File: config.mk
export PLATFORM = sky130hd
export DESIGN_NAME = pc_trace_ring
export DESIGN_NICKNAME = d
export VERILOG_FILES = /design/src/rtl/pc_trace_pkg.sv /design/src/rtl/pc_trace_ctl.sv /design/src/rtl/pc_trace_dp.sv /design/src/rtl/pc_trace_ring.sv
export SDC_FILE = /design/constraint.sdc
export NUM_CORES = 1
export LEC_CHECK = 0
export ABC_AREA = 1
export BUFFER_PORTS_ARGS = -buffer_cell sky130_fd_sc_hd__buf_2
export CELL_PAD_IN_SITES_DETAIL_PLACEMENT = 1
export CELL_PAD_IN_SITES_GLOBAL_PLACEMENT = 1
export CORE_UTILIZATION = 35
export CTS_BUF_LIST = sky130_fd_sc_hd__clkbuf_4 sky130_fd_sc_hd__clkbuf_8 sky130_fd_sc_hd__clkbuf_16
export CTS_CLUSTER_DIAMETER = 100
export CTS_CLUSTER_SIZE = 28
export DETAILED_ROUTE_END_ITERATION = 8
export PLACE_DENSITY_LB_ADDON = 0.15
export SYNTH_ARGS = -nofsm -noshare
export SYNTH_HDL_FRONTEND = slang
export SYNTH_HIERARCHICAL = 1
export SYNTH_SLANG_ARGS = --single-unit
export TNS_END_PERCENT = 10
File: constraint.sdc
create_clock -name clk -period 3.4 [get_ports clk]
set_input_delay 1.02 -clock clk [delete_from_list [all_inputs] [get_ports clk]]
set_output_delay 1.02 -clock clk [all_outputs]
set_load 0.02 [all_outputs]
File: src/rtl/pc_trace_pkg.sv
package pc_trace_pkg;
  // strobes from control to datapath, one cycle each
  typedef struct packed {
    logic load;   // capture base and pointer
    logic stop;   // disable command seen
    logic fire;   // accept a trace event this cycle
    logic done;   // outstanding store acknowledged
  } traceStrobes_t;
endpackage

File: src/rtl/pc_trace_ctl.sv
module pc_trace_ctl
  import pc_trace_pkg::*;
(
  input  logic          clk,
  input  logic          rstN,
  input  logic          retireValid,
  input  logic          cfgLoad,
  input  logic          cfgStop,
  input  logic          memAck,
  output traceStrobes_t strobes,
  output logic          busy,
  output logic          traceActive
);
  logic enQ;
  logic busyQ;

  // configuration commands take the cycle; an event needs an idle, enabled recorder
  always_comb begin
    strobes.load = cfgLoad;
    strobes.stop = cfgStop;
    strobes.fire = enQ & ~busyQ & retireValid & ~cfgLoad & ~cfgStop;
    strobes.done = busyQ & memAck;
  end

  always_ff @(posedge clk) begin
    if (!rstN) begin
      enQ   <= 1'b0;
      busyQ <= 1'b0;
    end else begin
      if (cfgStop)      enQ <= 1'b0;
      else if (cfgLoad) enQ <= 1'b1;
      if (strobes.fire)      busyQ <= 1'b1;
      else if (strobes.done) busyQ <= 1'b0;
    end
  end

  assign busy        = busyQ;
  assign traceActive = enQ & ~busyQ;

  AST_REQ_UNTIL_ACK: assert property (@(posedge clk) disable iff (!rstN)
    busy && !memAck |=> busy);
  AST_STOP_CLEARS: assert property (@(posedge clk) disable iff (!rstN)
    cfgStop |=> !traceActive);
  AST_LOAD_ENABLES: assert property (@(posedge clk) disable iff (!rstN)
    cfgLoad && !cfgStop && !busy |=> traceActive);
endmodule

File: src/rtl/pc_trace_dp.sv
module pc_trace_dp
  import pc_trace_pkg::*;
#(
  parameter int HALF_W = 18,
  parameter int PC_W   = 18
) (
  input  logic                clk,
  input  logic                rstN,
  input  traceStrobes_t       strobes,
  input  logic [HALF_W-1:0]   cfgBase,
  input  logic [2*HALF_W-1:0] cfgPtr,
  input  logic [PC_W-1:0]     retirePc,
  output logic [HALF_W-1:0]   memAddr,
  output logic [PC_W-1:0]     memData,
  output logic [HALF_W-1:0]   ptrView
);
  localparam int PTR_W = 2 * HALF_W;
  localparam logic [PTR_W-1:0] STEP = (PTR_W'(1) << HALF_W) | PTR_W'(1);

  logic [HALF_W-1:0] baseQ;
  logic [PTR_W-1:0]  ptrQ;
  logic [HALF_W-1:0] addrQ;
  logic [PC_W-1:0]   dataQ;

  logic [PTR_W-1:0]  incPtr;
  logic [PTR_W-1:0]  swapped;
  logic [PTR_W-1:0]  nextPtr;
  logic              atEnd;
  logic [HALF_W-1:0] absAddr;

  always_comb begin
    incPtr  = ptrQ + STEP;
    atEnd   = &ptrQ[PTR_W-1:HALF_W];
    swapped = {incPtr[HALF_W-1:0], incPtr[PTR_W-1:HALF_W]};
    nextPtr = atEnd ? (~swapped + PTR_W'(1)) : incPtr;
    absAddr = baseQ + ptrQ[HALF_W-1:0];
  end

  always_ff @(posedge clk) begin
    if (!rstN) begin
      baseQ <= '0;
      ptrQ  <= '0;
      addrQ <= '0;
      dataQ <= '0;
    end else if (strobes.load) begin
      baseQ <= cfgBase;
      ptrQ  <= cfgPtr;
    end else if (strobes.fire) begin
      addrQ <= absAddr;
      dataQ <= retirePc;
      ptrQ  <= nextPtr;
    end
  end

  assign memAddr = addrQ;
  assign memData = dataQ;
  assign ptrView = absAddr;

  AST_WRAP_LOW: assert property (@(posedge clk) disable iff (!rstN)
    strobes.fire && (&ptrQ[PTR_W-1:HALF_W]) |=> ptrQ[HALF_W-1:0] == '0);
endmodule

File: src/rtl/pc_trace_ring.sv
module pc_trace_ring
  import pc_trace_pkg::*;
#(
  parameter int HALF_W = 18,
  parameter int PC_W   = 18
) (
  input  logic                clk,
  input  logic                rstN,
  input  logic                retireValid,
  input  logic [PC_W-1:0]     retirePc,
  input  logic                cfgLoad,
  input  logic                cfgStop,
  input  logic [HALF_W-1:0]   cfgBase,
  input  logic [2*HALF_W-1:0] cfgPtr,
  output logic [HALF_W-1:0]   ptrView,
  output logic                traceActive,
  output logic                hold,
  output logic                memReq,
  output logic [HALF_W-1:0]   memAddr,
  output logic [PC_W-1:0]     memData,
  input  logic                memAck
);
  traceStrobes_t strobes;
  logic          busy;

  pc_trace_ctl ctl (
    .clk(clk), .rstN(rstN), .retireValid(retireValid), .cfgLoad(cfgLoad),
    .cfgStop(cfgStop), .memAck(memAck), .strobes(strobes), .busy(busy),
    .traceActive(traceActive)
  );

  pc_trace_dp #(.HALF_W(HALF_W), .PC_W(PC_W)) dp (
    .clk(clk), .rstN(rstN), .strobes(strobes), .cfgBase(cfgBase),
    .cfgPtr(cfgPtr), .retirePc(retirePc), .memAddr(memAddr),
    .memData(memData), .ptrView(ptrView)
  );

  assign memReq = busy;
  assign hold   = busy;

  AST_PAYLOAD_STABLE: assert property (@(posedge clk) disable iff (!rstN)
    memReq && !memAck |=> $stable(memAddr) && $stable(memData));
endmodule

==> key figures, run 1 <==
Status
  – Status: finished, violations left
  – Failing checks: negative setup slack

GRT
  – Initial antenna violation count: 0
  – Number of global-route vias before repair: approximately 8,000
  – Met2 Usage GRT: 0.473
  – Gr busiest metal: met2
  – GRT Total Usage: 0.285
  – Total congestion overflow: 0
  – GRT met3 Usage: 0.0396
  – Largest net degree at the start of global routing: 42
  – First-pass GRT wire length: 43,800 um
  – Grt met1 use: 0.385

Place
  – GP Congestion: 0.908
  – IO buf count: 134
  – Post-DP HPWL: approximately 22,000 um
  – Inst Count DP: between 1,500 and 2,000

Power
  – Pwr Density: 345 nW/um2
  – Pwr Total: 2.95 mW
  – Pint: 1.91 mW
  – Sw power: 1.05 mW
  – Clk pwr share: 0.366
  – Combinational share of power: 0.236
  – Sw Ratio: 0.355
  – Leak: 4.16 nW
  – Peak supply drop: 241 uV
  – Sequential share of power: 0.398

Final layout
  – Finished Layout Cells: 1,579
  – N_diodes: 0
  – Area added between synthesis and finish: 23.4%
  – Fin nets: 1,407
  – Share of cells above drive strength 1: 0.214
  – Fin util: 0.440

Routing
  – Vias: 8,177
  – Drt drc: 0
  – DRT antenna net count: 0
  – DRT iter0 DRCs: 469
  – Routed wire per std cell: 17.8 um
  – Total routed wirelength: between 20,000 and 30,000 um
  – Via density: around 5.2
  – Drt first pass iters: 5

Clock network
  – Cts-stage hold buffer count: 0
  – Root Buffer: clkbuf_16
  – Htree depth: 3
  – Number of CTS-inserted buffers: 9
  – Clk_lat worst skew: 0.37 ns
  – CTS tree: done
  – # clock sinks: 92
  – Clock Tree Buf Depth: 2
  – Clock transition at path regs: about 0.08 ns

Timing
  – Setup WS post-layout: -0.235 ns
  – Worst slew pin tran: ~0.63 ns
  – Final Max Slew Viols: 0
  – Unrepaired setup endpoints after global routing: yes
  – Fin Clk Skew: 0.0104 ns
  – Fin Hold WS: 0.509 ns
  – Max_slew headroom: 0.582
  – Final hold vios: 0
  – Fmax: 0.275 GHz
  – Post-route clock period utilization: 1.07
  – Min cycle time layout: 3.63 ns
  – Setup-failing EPs final: 7

Critical path
  – Critical path arrival: 2.61 ns
  – Largest stage delay on the critical path: 0.36 ns
  – Critical path endpoint category: output pin
  – CP delay by family, top: compound AO/OA/AOI/OAI gates
  – WP buf/inv: 2
  – CP Cell Sequence: ha_4 -> inv_2 -> fa_2 -> nor2_2 -> a211oi_2 -> o21bai_1 -> nand2_1 -> nand2_1 -> o21ai_2 -> o21ai_2 -> a21boi_1 -> or2_4 -> nand2_2 -> buf_6
  – Startpoint Class: flop
  – CP max FO: 3
  – Req. time, crit path: 2.38 ns
  – CP Class: flop to output pin
  – Worst path slowest cell: dfxtp_2

Yosys
  – Synth Warn #: 6
  – Synthesized instance count: 1,158
  – Syn avg cell area: 6.00 um2
  – Synthesized area: 6940 um2
  – Syn nets: 1,256

Floorplan
  – Ports: 135
  – Die X: 143 um
  – Die height: approximately 140 um
  – Die area: 20,400 um2
  – Initial Utilization: 0.357
  – FP Rows: 51
  – Core ar.: 19,500 um2

Job
  – Total of max-cap violations: 0

Min path
  – Worst hold path type: flop to flop
## area by class of cell
cell class	count	area, um2
fill	2698	10900
multi-input combinational	903	4580
sequential	92	1840
timing repair buffer	178	1030
inverter	125	469
tap	265	332
clock buffer	9	225
clock inverter	7	83.8
## worst register-to-register path, cell delays in order, from the launching register on
cell     delay (ns)
dfxtp_2        0.36
buf_4          0.17
ha_1           0.20
nand2_2        0.12
nor2_2         0.26
nand4_1        0.14
nand2_1        0.08
nand2_1        0.11
inv_2          0.13
nand3_1        0.08
nor2_1         0.20
nand2_1        0.16
nor2_4         0.23
nand3_1        0.11
nand2_1        0.07
nand3_1        0.17
nand2_1        0.19
nand2_1        0.07
a21oi_1        0.12
## layer usage
| metal | share of wire | vias up |
|---|---|---|
| met5 | 0 | - |
| met4 | 0.017 | 0 |
| li1 | - | 4018 |
| met1 | 0.46 | 3935 |
| met2 | 0.47 | 196 |
| met3 | 0.053 | 28 |
## state kept, by name, indices dropped and copies added (netlist names)
| register | count |
|---|---|
| dp/memData | 18 |
| ctl/busy | 1 |
| dp/baseQ | 18 |
| dp/ptrQ | 36 |
| ctl/enQ | 1 |
| dp/memAddr | 18 |
## power by group through the flow
| stage | clock [mW] | sequential [mW] | combinational [mW] |
|---|---|---|---|
| 5_1_grt | 1.15 | 1.18 | 0.761 |
| 3_3_place_gp | 0 | 1.19 | 0.646 |
| 6_report | 1.08 | 1.17 | 0.697 |
| 3_5_place_dp | 0 | 1.20 | 0.654 |
| 4_1_cts | 1.11 | 1.17 | 0.682 |
| 2_1_floorplan | 0 | 1.19 | 0.405 |
## worst paths after layout
kind	start	end	slack (ns)	depth (start not counted)
worst min-delay path	dp/ptrQ[35]$_SDFFE_PN0P_	dp/ptrQ[35]$_SDFFE_PN0P_	0.51	2
worst max register to register	dp/ptrQ[0]$_SDFFE_PN0P_	dp/ptrQ[23]$_SDFFE_PN0P_	0.36	18
worst max-delay path	dp/ptrQ[0]$_SDFFE_PN0P_	ptrView[16]	-0.23	14
worst min register to register	dp/ptrQ[35]$_SDFFE_PN0P_	dp/ptrQ[35]$_SDFFE_PN0P_	0.51	2
## layout by cell type, fill, tap and decap left out, drive strengths merged, types with 3 or more instances in the layout
master / count
o21bai: 3
nand4: 19
inv: 126
or2: 3
a31oi: 13
clkbuf: 9
nand3b: 5
ha: 19
xor2: 21
nor3: 16
nand3: 78
a22oi: 16
clkinv: 6
a21oi: 44
buf: 178
o211ai: 6
nand2: 306
nor2: 252
dfxtp: 92
o21ai: 83
xnor2: 10
## stage by stage
| step | worst slack (ns) | TNS, ns | cell area (um2) |
|---|---|---|---|
| after floorplan | 0.0208 | 0 | 6940 |
| after global placement | -0.0202 | -0.0202 | 8090 |
| after detailed placement | -0.109 | -0.177 | 8090 |
| after CTS | -0.279 | -1.23 | 8520 |
| after global routing | -0.389 | -2.10 | 8570 |
| final | -0.235 | -0.900 | 8570 |
## what timing repair did
item / CTS / global route
gates cloned: 0 / 0
pin swaps: 12 / 3
endpoints found under the hold margin: 0 / 0
setup buffers: 4 / 0
endpoints found under the setup margin: 10 / 11
resized for setup: 29 / 10
Note: power is estimated with default switching activity, not from simulation.
==> run 2, diff against run 1 <==
--- a/config.mk
+++ b/config.mk
@@ -6,15 +6,15 @@
 export NUM_CORES = 1
 export LEC_CHECK = 0
 export ABC_AREA = 1
-export BUFFER_PORTS_ARGS = -buffer_cell sky130_fd_sc_hd__buf_2
 export CELL_PAD_IN_SITES_DETAIL_PLACEMENT = 1
 export CELL_PAD_IN_SITES_GLOBAL_PLACEMENT = 1
-export CORE_UTILIZATION = 35
+export CORE_UTILIZATION = 40
 export CTS_BUF_LIST = sky130_fd_sc_hd__clkbuf_4 sky130_fd_sc_hd__clkbuf_8 sky130_fd_sc_hd__clkbuf_16
 export CTS_CLUSTER_DIAMETER = 100
 export CTS_CLUSTER_SIZE = 28
 export DETAILED_ROUTE_END_ITERATION = 8
-export PLACE_DENSITY_LB_ADDON = 0.15
+export DONT_BUFFER_PORTS = 1
+export PLACE_DENSITY = 0.78
 export SYNTH_ARGS = -nofsm -noshare
 export SYNTH_HDL_FRONTEND = slang
 export SYNTH_HIERARCHICAL = 1
==> key figures, run 2 (synthesized netlist as in run 1, its figures left out) <==
Status
  – Status: finished, violations left
  – Failing checks: negative setup slack

Timing
  – Final hold vios: 0 (unchanged)
  – Setup WS post-layout: -0.173 ns (+0.0613 ns)
  – Final Max Slew Viols: 0 (unchanged)
  – Fmax: 0.280 GHz (+1.7%)
  – Unrepaired setup endpoints after global routing: yes
  – Fin Clk Skew: 0.00923 ns (-0.00119 ns)
  – Worst slew pin tran: 0.676 ns (+0.0507 ns)
  – Setup-failing EPs final: 8 (+1)
  – Max_slew headroom: 0.546 (-0.0365)
  – Min cycle time layout: 3.57 ns (-0.0613 ns)
  – Post-route clock period utilization: 1.05 (-0.0180)

Final layout
  – Commonest non-fill, non-tap cell in the layout: nand2_1
  – Register Area: 1840 um2 (unchanged)
  – Fin nets: 1,285 (-8.7%)
  – N_diodes: 0 (unchanged)
  – Most frequent cells in the layout: nand2_1 (284), nor2_1 (226), inv_1 (112)
  – Fillers: 2,338 (-13%)
  – Share of cells above drive strength 1: 0.140 (-0.0738)
  – Multi-input gate area: 4640 um2 (+1.2%)
  – Top reg by flops: dp/ptrQ
  – Max FFs per register: 36 (unchanged)
  – Area added between synthesis and finish: 15.5%

Routing
  – Drt first pass iters: 5 (unchanged)
  – DRT antenna net count: 0 (unchanged)
  – Drt drc: 0 (unchanged)
  – DRT iter0 DRCs: 632 (+35%)
  – Total routed wirelength: 28,000 um (-0.48%)
  – Via density: 5.62 (+8.6%)
  – Vias: 7,938 (-2.9%)
  – Routed wire per std cell: 19.9 um (+11%)

Floorplan
  – Die height: 134 um (-6.4%)
  – Initial Utilization: 0.414 (+0.0575)
  – Die area: 17,900 um2 (-12%)
  – Core ar.: 16,800 um2 (-14%)
  – Ports: 135 (unchanged)
  – FP Rows: 47 (-7.8%)
  – Die X: 134 um (-6.4%)

Power
  – Peak supply drop: 253 uV (+5.0%)
  – Pwr Density: 378 nW/um2 (+9.8%)
  – Pwr Total: 3.03 mW (+2.7%)
  – Leak: 3.64 nW (-12%)

Critical path
  – Critical Path Source: dp/baseQ[0]$_SDFFE_PN0P_
  – Critical path arrival: 2.55 ns (-0.06 ns)
  – Req. time, crit path: 2.38 ns (about the same)
  – CP Class: flop to output pin
  – Critical path endpoint category: output pin
  – Startpoint Class: flop
  – Launch point of the worst reg-to-reg path: dp/ptrQ[0]$_SDFFE_PN0P_
  – CP max FO: 3 (unchanged)

GRT
  – Total congestion overflow: 0 (unchanged)
  – Largest net degree at the start of global routing: 56 (+33%)
  – Number of global-route vias before repair: 8,019 (-0.94%)
  – First-pass GRT wire length: 43,400 um (-1.1%)
  – GRT Total Usage: 0.315 (+0.0295)
  – Initial antenna violation count: 1 (+1)

Place
  – Worst slack, placed: -0.115 ns (-0.00634 ns)
  – IO buf count: 0 (-100%)
  – Post-DP HPWL: 21,200 um (-5.2%)
  – GP Congestion: 0.993 (+9.3%)

Clock network
  – Cts-stage hold buffer count: 0 (unchanged)
  – Root Buffer: clkbuf_16
  – # clock sinks: 92 (unchanged)
  – Number of CTS-inserted buffers: 9 (unchanged)
  – Clock transition at path regs: 0.07 ns (about the same)
  – Clock Tree Buf Depth: 2 (unchanged)
  – CTS tree: done
  – Htree depth: 3 (unchanged)
  – Clk_lat worst skew: 0.36 ns (about the same)

Min path
  – Hold Path Origin: ctl/enQ$_SDFFE_PP0P_
  – Worst hold path type: flop to flop

Job
  – Total of max-cap violations: 0 (unchanged)
run 2: cell count changes in the layout (fill, tap and decap cells not counted), sizes merged:
cell and change:
bufinv +3, buf -122, inv -2, clkbuf +1, clkinv -2
run 2: final cells by class:
class | instances | area share
Clock buffer | 10 | 0.0290
Tap cell | 220 | 0.0343
Clock inverter | 6 | 0.0148
Timing Repair Buffer | 56 | 0.0552
Sequential cell | 92 | 0.230
Inverter | 125 | 0.0585
Multi-Input combinational cell | 903 | 0.578
run 2: critical path, stage by stage (launching register included):
cell and delay, ns:
dfxtp_2 0.36, ha_4 0.15, inv_2 0.04, fa_2 0.37
nor2_2 0.13, a211oi_2 0.07, o21bai_1 0.20, nand2_1 0.11
nand2_2 0.09, o21ai_2 0.07, o21ai_2 0.16, a21boi_1 0.10
or2_4 0.24, nand2_4 0.10
run 2: repair_timing:
item / in CTS / in global routing
pin swaps: 8 / 3
setup endpoints to repair: 10 / 12
setup buffers: 8 / 2
resized for setup: 27 / 18
run 2: where the power goes:
part / internal [mW] / leakage (nW) / switching (mW)
Sequential: 1.12 / 0.754 / 0.0554
Clock: 0.739 / 0.173 / 0.501
Combinational: 0.209 / 2.72 / 0.408
Total: 2.07 / 3.64 / 0.964
run 2: worst paths after layout:
kind                                                 end  slack, ns  cells after the start
worst max-delay path                         ptrView[16]      -0.17                     13
worst min-delay path                ctl/enQ$_SDFFE_PP0P_       0.53                      2
worst max register to register  dp/ptrQ[30]$_SDFFE_PN0P_       0.21                     18
worst min register to register      ctl/enQ$_SDFFE_PP0P_       0.53                      2
run 2: layer usage:
metal / track usage / wire length [um] / vias to the layer above / share of wire
met5: 0 / 13 / - / 0.00046
met4: 0.0985 / 607 / 2 / 0.022
met3: 0.0628 / 1850 / 46 / 0.066
met2: 0.516 / 13000 / 265 / 0.46
met1: 0.414 / 12600 / 3861 / 0.45
li1: - / - / 3764 / -
run 2: stage by stage:
step / utilization / cell area [um2] / std cells / hold slack [ns] / TNS, ns
floorplan: - / 6940 / 1158 / 0.468 / 0
global placement: 0.442 / 7410 / 1386 / 0.483 / -0.0559
detailed placement: 0.442 / 7410 / 1386 / 0.496 / -0.160
CTS: 0.472 / 7920 / 1410 / 0.516 / -0.508
global route: 0.479 / 8020 / 1412 / 0.552 / -2.16
finish: 0.479 / 8020 / 1412 / 0.526 / -0.939
==> run 3, diff against run 2 <==
==> constraint.sdc (replaced) <==
create_clock -name clk -period 3.4 [get_ports clk]
set_input_delay 0.51 -clock clk [delete_from_list [all_inputs] [get_ports clk]]
set_output_delay 0.51 -clock clk [all_outputs]
set_load 0.05 [all_outputs]
==> key figures, run 3 (synthesized netlist as in run 1, its figures left out) <==
Final layout
  – Top reg by flops: dp/ptrQ
  – Area added between synthesis and finish: 11.8%
  – Max FFs per register: 36 (unchanged)
  – Commonest non-fill, non-tap cell in the layout: nand2_1
  – Fillers: 2,347 (+0.38%)
  – Design area: 7760 um2 (-3.2%)
  – N_diodes: 0 (unchanged)
  – Most frequent cells in the layout: nand2_1 (289), nor2_1 (226), inv_1 (113)
  – Fin nets: 1,277 (-0.62%)
  – Share of cells above drive strength 1: 0.115 (-0.0252)
  – Finished Layout Cells: 1,404 (-0.57%)
  – Fin util: 0.463 (-0.0155)

Timing
  – Max_slew headroom: 0.273 (-0.273)
  – Worst slew pin tran: 1.08 ns (+0.408 ns)
  – Final hold vios: 0 (unchanged)
  – Sum Neg Setup Slack: 0 ns (+0.939 ns)
  – Setup-failing EPs final: 0 (-8)
  – Fmax: 0.305 GHz (+9.1%)
  – Fin Clk Skew: 0.00826 ns (-0.000969 ns)
  – Final Max Slew Viols: 0 (unchanged)
  – Unrepaired setup endpoints after global routing: yes
  – Min cycle time layout: 3.27 ns (-0.299 ns)
  – Post-route clock period utilization: 0.963 (-0.0881)

Critical path
  – Reg-to-Reg End: dp/ptrQ[20]$_SDFFE_PN0P_
  – Launch point of the worst reg-to-reg path: dp/ptrQ[12]$_SDFFE_PN0P_
  – FF-to-FF path depth: 18 (unchanged)
  – Critical path endpoint category: output pin
  – Req. time, crit path: 2.89 ns (+0.51 ns)
  – Slack of the worst reg-to-reg path: 0.30 ns (+0.09 ns)
  – Critical path arrival: 2.76 ns (+0.21 ns)
  – CP Class: flop to output pin
  – Startpoint Class: flop
  – CP max FO: 4 (+1)

Power
  – Leak: 3.57 nW (-2.2%)
  – Peak supply drop: 241 uV (-4.7%)
  – Pwr Density: 375 nW/um2 (-0.72%)

Clock network
  – Clock transition at path regs: 0.07 ns (about the same)
  – # clock sinks: 92 (unchanged)
  – Root Buffer: clkbuf_16
  – Clk_lat worst skew: 0.36 ns (about the same)
  – Cts-stage hold buffer count: 0 (unchanged)
  – CTS tree: done
  – Htree depth: 3 (unchanged)
  – Number of CTS-inserted buffers: 9 (unchanged)
  – Clock Tree Buf Depth: 2 (unchanged)

Min path
  – Hold depth: 1 (-1)
  – Hold Path Origin: cfgStop
  – Hold path endpoint: ctl/enQ$_SDFFE_PP0P_
  – Worst hold path type: input port to flop

Floorplan
  – Die X: 134 um (unchanged)
  – Core ar.: 16,800 um2 (unchanged)
  – Die height: 134 um (unchanged)
  – Die area: 17,900 um2 (unchanged)
  – Ports: 135 (unchanged)
  – FP Rows: 47 (unchanged)
  – Initial Utilization: 0.414 (unchanged)

GRT
  – Initial antenna violation count: 1 (unchanged)
  – Number of global-route vias before repair: 7,667 (-4.4%)
  – Largest net degree at the start of global routing: 56 (unchanged)
  – First-pass GRT wire length: 42,400 um (-2.3%)
  – Total congestion overflow: 0 (unchanged)
  – GRT Total Usage: 0.310 (-0.00505)

Routing
  – Drt drc: 0 (unchanged)
  – Via density: 5.55 (-1.3%)
  – Total routed wirelength: 27,300 um (-2.6%)
  – Routed wire per std cell: 19.4 um (-2.1%)
  – DRT iter0 DRCs: 527 (-17%)
  – DRT antenna net count: 0 (unchanged)
  – Vias: 7,791 (-1.9%)
  – Drt first pass iters: 4 (-1)

Job
  – Total of max-cap violations: 0 (unchanged)

Place
  – IO buf count: 0 (unchanged)
  – Post-DP HPWL: 21,500 um (+1.4%)
  – Inst Count DP: 1,385 (-0.072%)
  – Post-DP Area: 7410 um2 (about the same)
  – GP Congestion: 0.974 (-1.9%)

Status
  – Status: complete, no violations
[run 3: how the worst max path moves through the flow]
| stage | endpoint | startpoint | slack [ns] | cells after the start |
|---|---|---|---|---|
| after floorplan | ptrView[12] | dp/ptrQ[0]$_SDFFE_PN0P_ | 0.13 | 11 |
| after global placement | ptrView[16] | dp/baseQ[0]$_SDFFE_PN0P_ | 0.19 | 14 |
| after detailed placement | ptrView[16] | dp/ptrQ[1]$_SDFFE_PN0P_ | 0.03 | 13 |
| after CTS | ptrView[16] | dp/baseQ[0]$_SDFFE_PN0P_ | 0.01 | 14 |
| after global routing | ptrView[14] | dp/baseQ[0]$_SDFFE_PN0P_ | -0.02 | 15 |
| final | ptrView[14] | dp/baseQ[3]$_SDFFE_PN0P_ | 0.13 | 14 |
[run 3: repair_timing]
| item | CTS | global route |
|---|---|---|
| hold endpoints to repair | 0 | 0 |
| resized for setup | 9 | 4 |
| pin swaps | 2 | 2 |
| setup endpoints to repair | 3 | 3 |
| gates cloned | 0 | 0 |
| buffers inserted | 2 | 1 |
[run 3: cell type report]
| class | instances | area, um2 | share of cell area |
|---|---|---|---|
| multi-input cells | 903 | 4500 | 0.580 |
| flip-flops and latches | 92 | 1840 | 0.237 |
| inverters | 125 | 469 | 0.0605 |
| repair buffers | 48 | 377 | 0.0485 |
| well taps | 220 | 275 | 0.0355 |
| clock buffers | 9 | 225 | 0.0290 |
| clock inverters | 7 | 72.6 | 0.00935 |
[run 3: critical path: stages, from the launching register on]
cell and delay, ns:
dfxtp_1 0.33, ha_1 0.37, nand2_1 0.15, nor2_4 0.05, a211oi_2 0.26, o21bai_1 0.13, nand2_1 0.08, nand2_1 0.05
o21ai_1 0.17, o21ai_2 0.11, inv_1 0.10, o21ai_2 0.07, or2_2 0.29, nand2_1 0.11, buf_12 0.14
[run 3: layer usage]
layer	share of wire	up-vias	track usage
li1	-	3749	-
met1	0.45	3737	0.417
met3	0.068	38	0.0518
met4	0.020	2	0.0915
met2	0.46	265	0.505
met5	0.00033	-	0
[run 3: metrics by stage]
stage	hold slack (ns)	power (mW)	setup slack [ns]
final	0.221	2.91	0.126
after global placement	0.481	1.86	0.188
after floorplan	0.468	1.68	0.126
after CTS	0.216	2.93	0.0138
after detailed placement	0.501	1.87	0.0269
after global routing	0.219	3.04	-0.0192
[run 3: where the power goes]
group	switching, mW	internal, mW	leakage (nW)	total, mW
logic	0.476	0.210	2.67	0.686
clock network	0.527	0.518	0.146	1.04
registers	0.0624	1.12	0.754	1.18
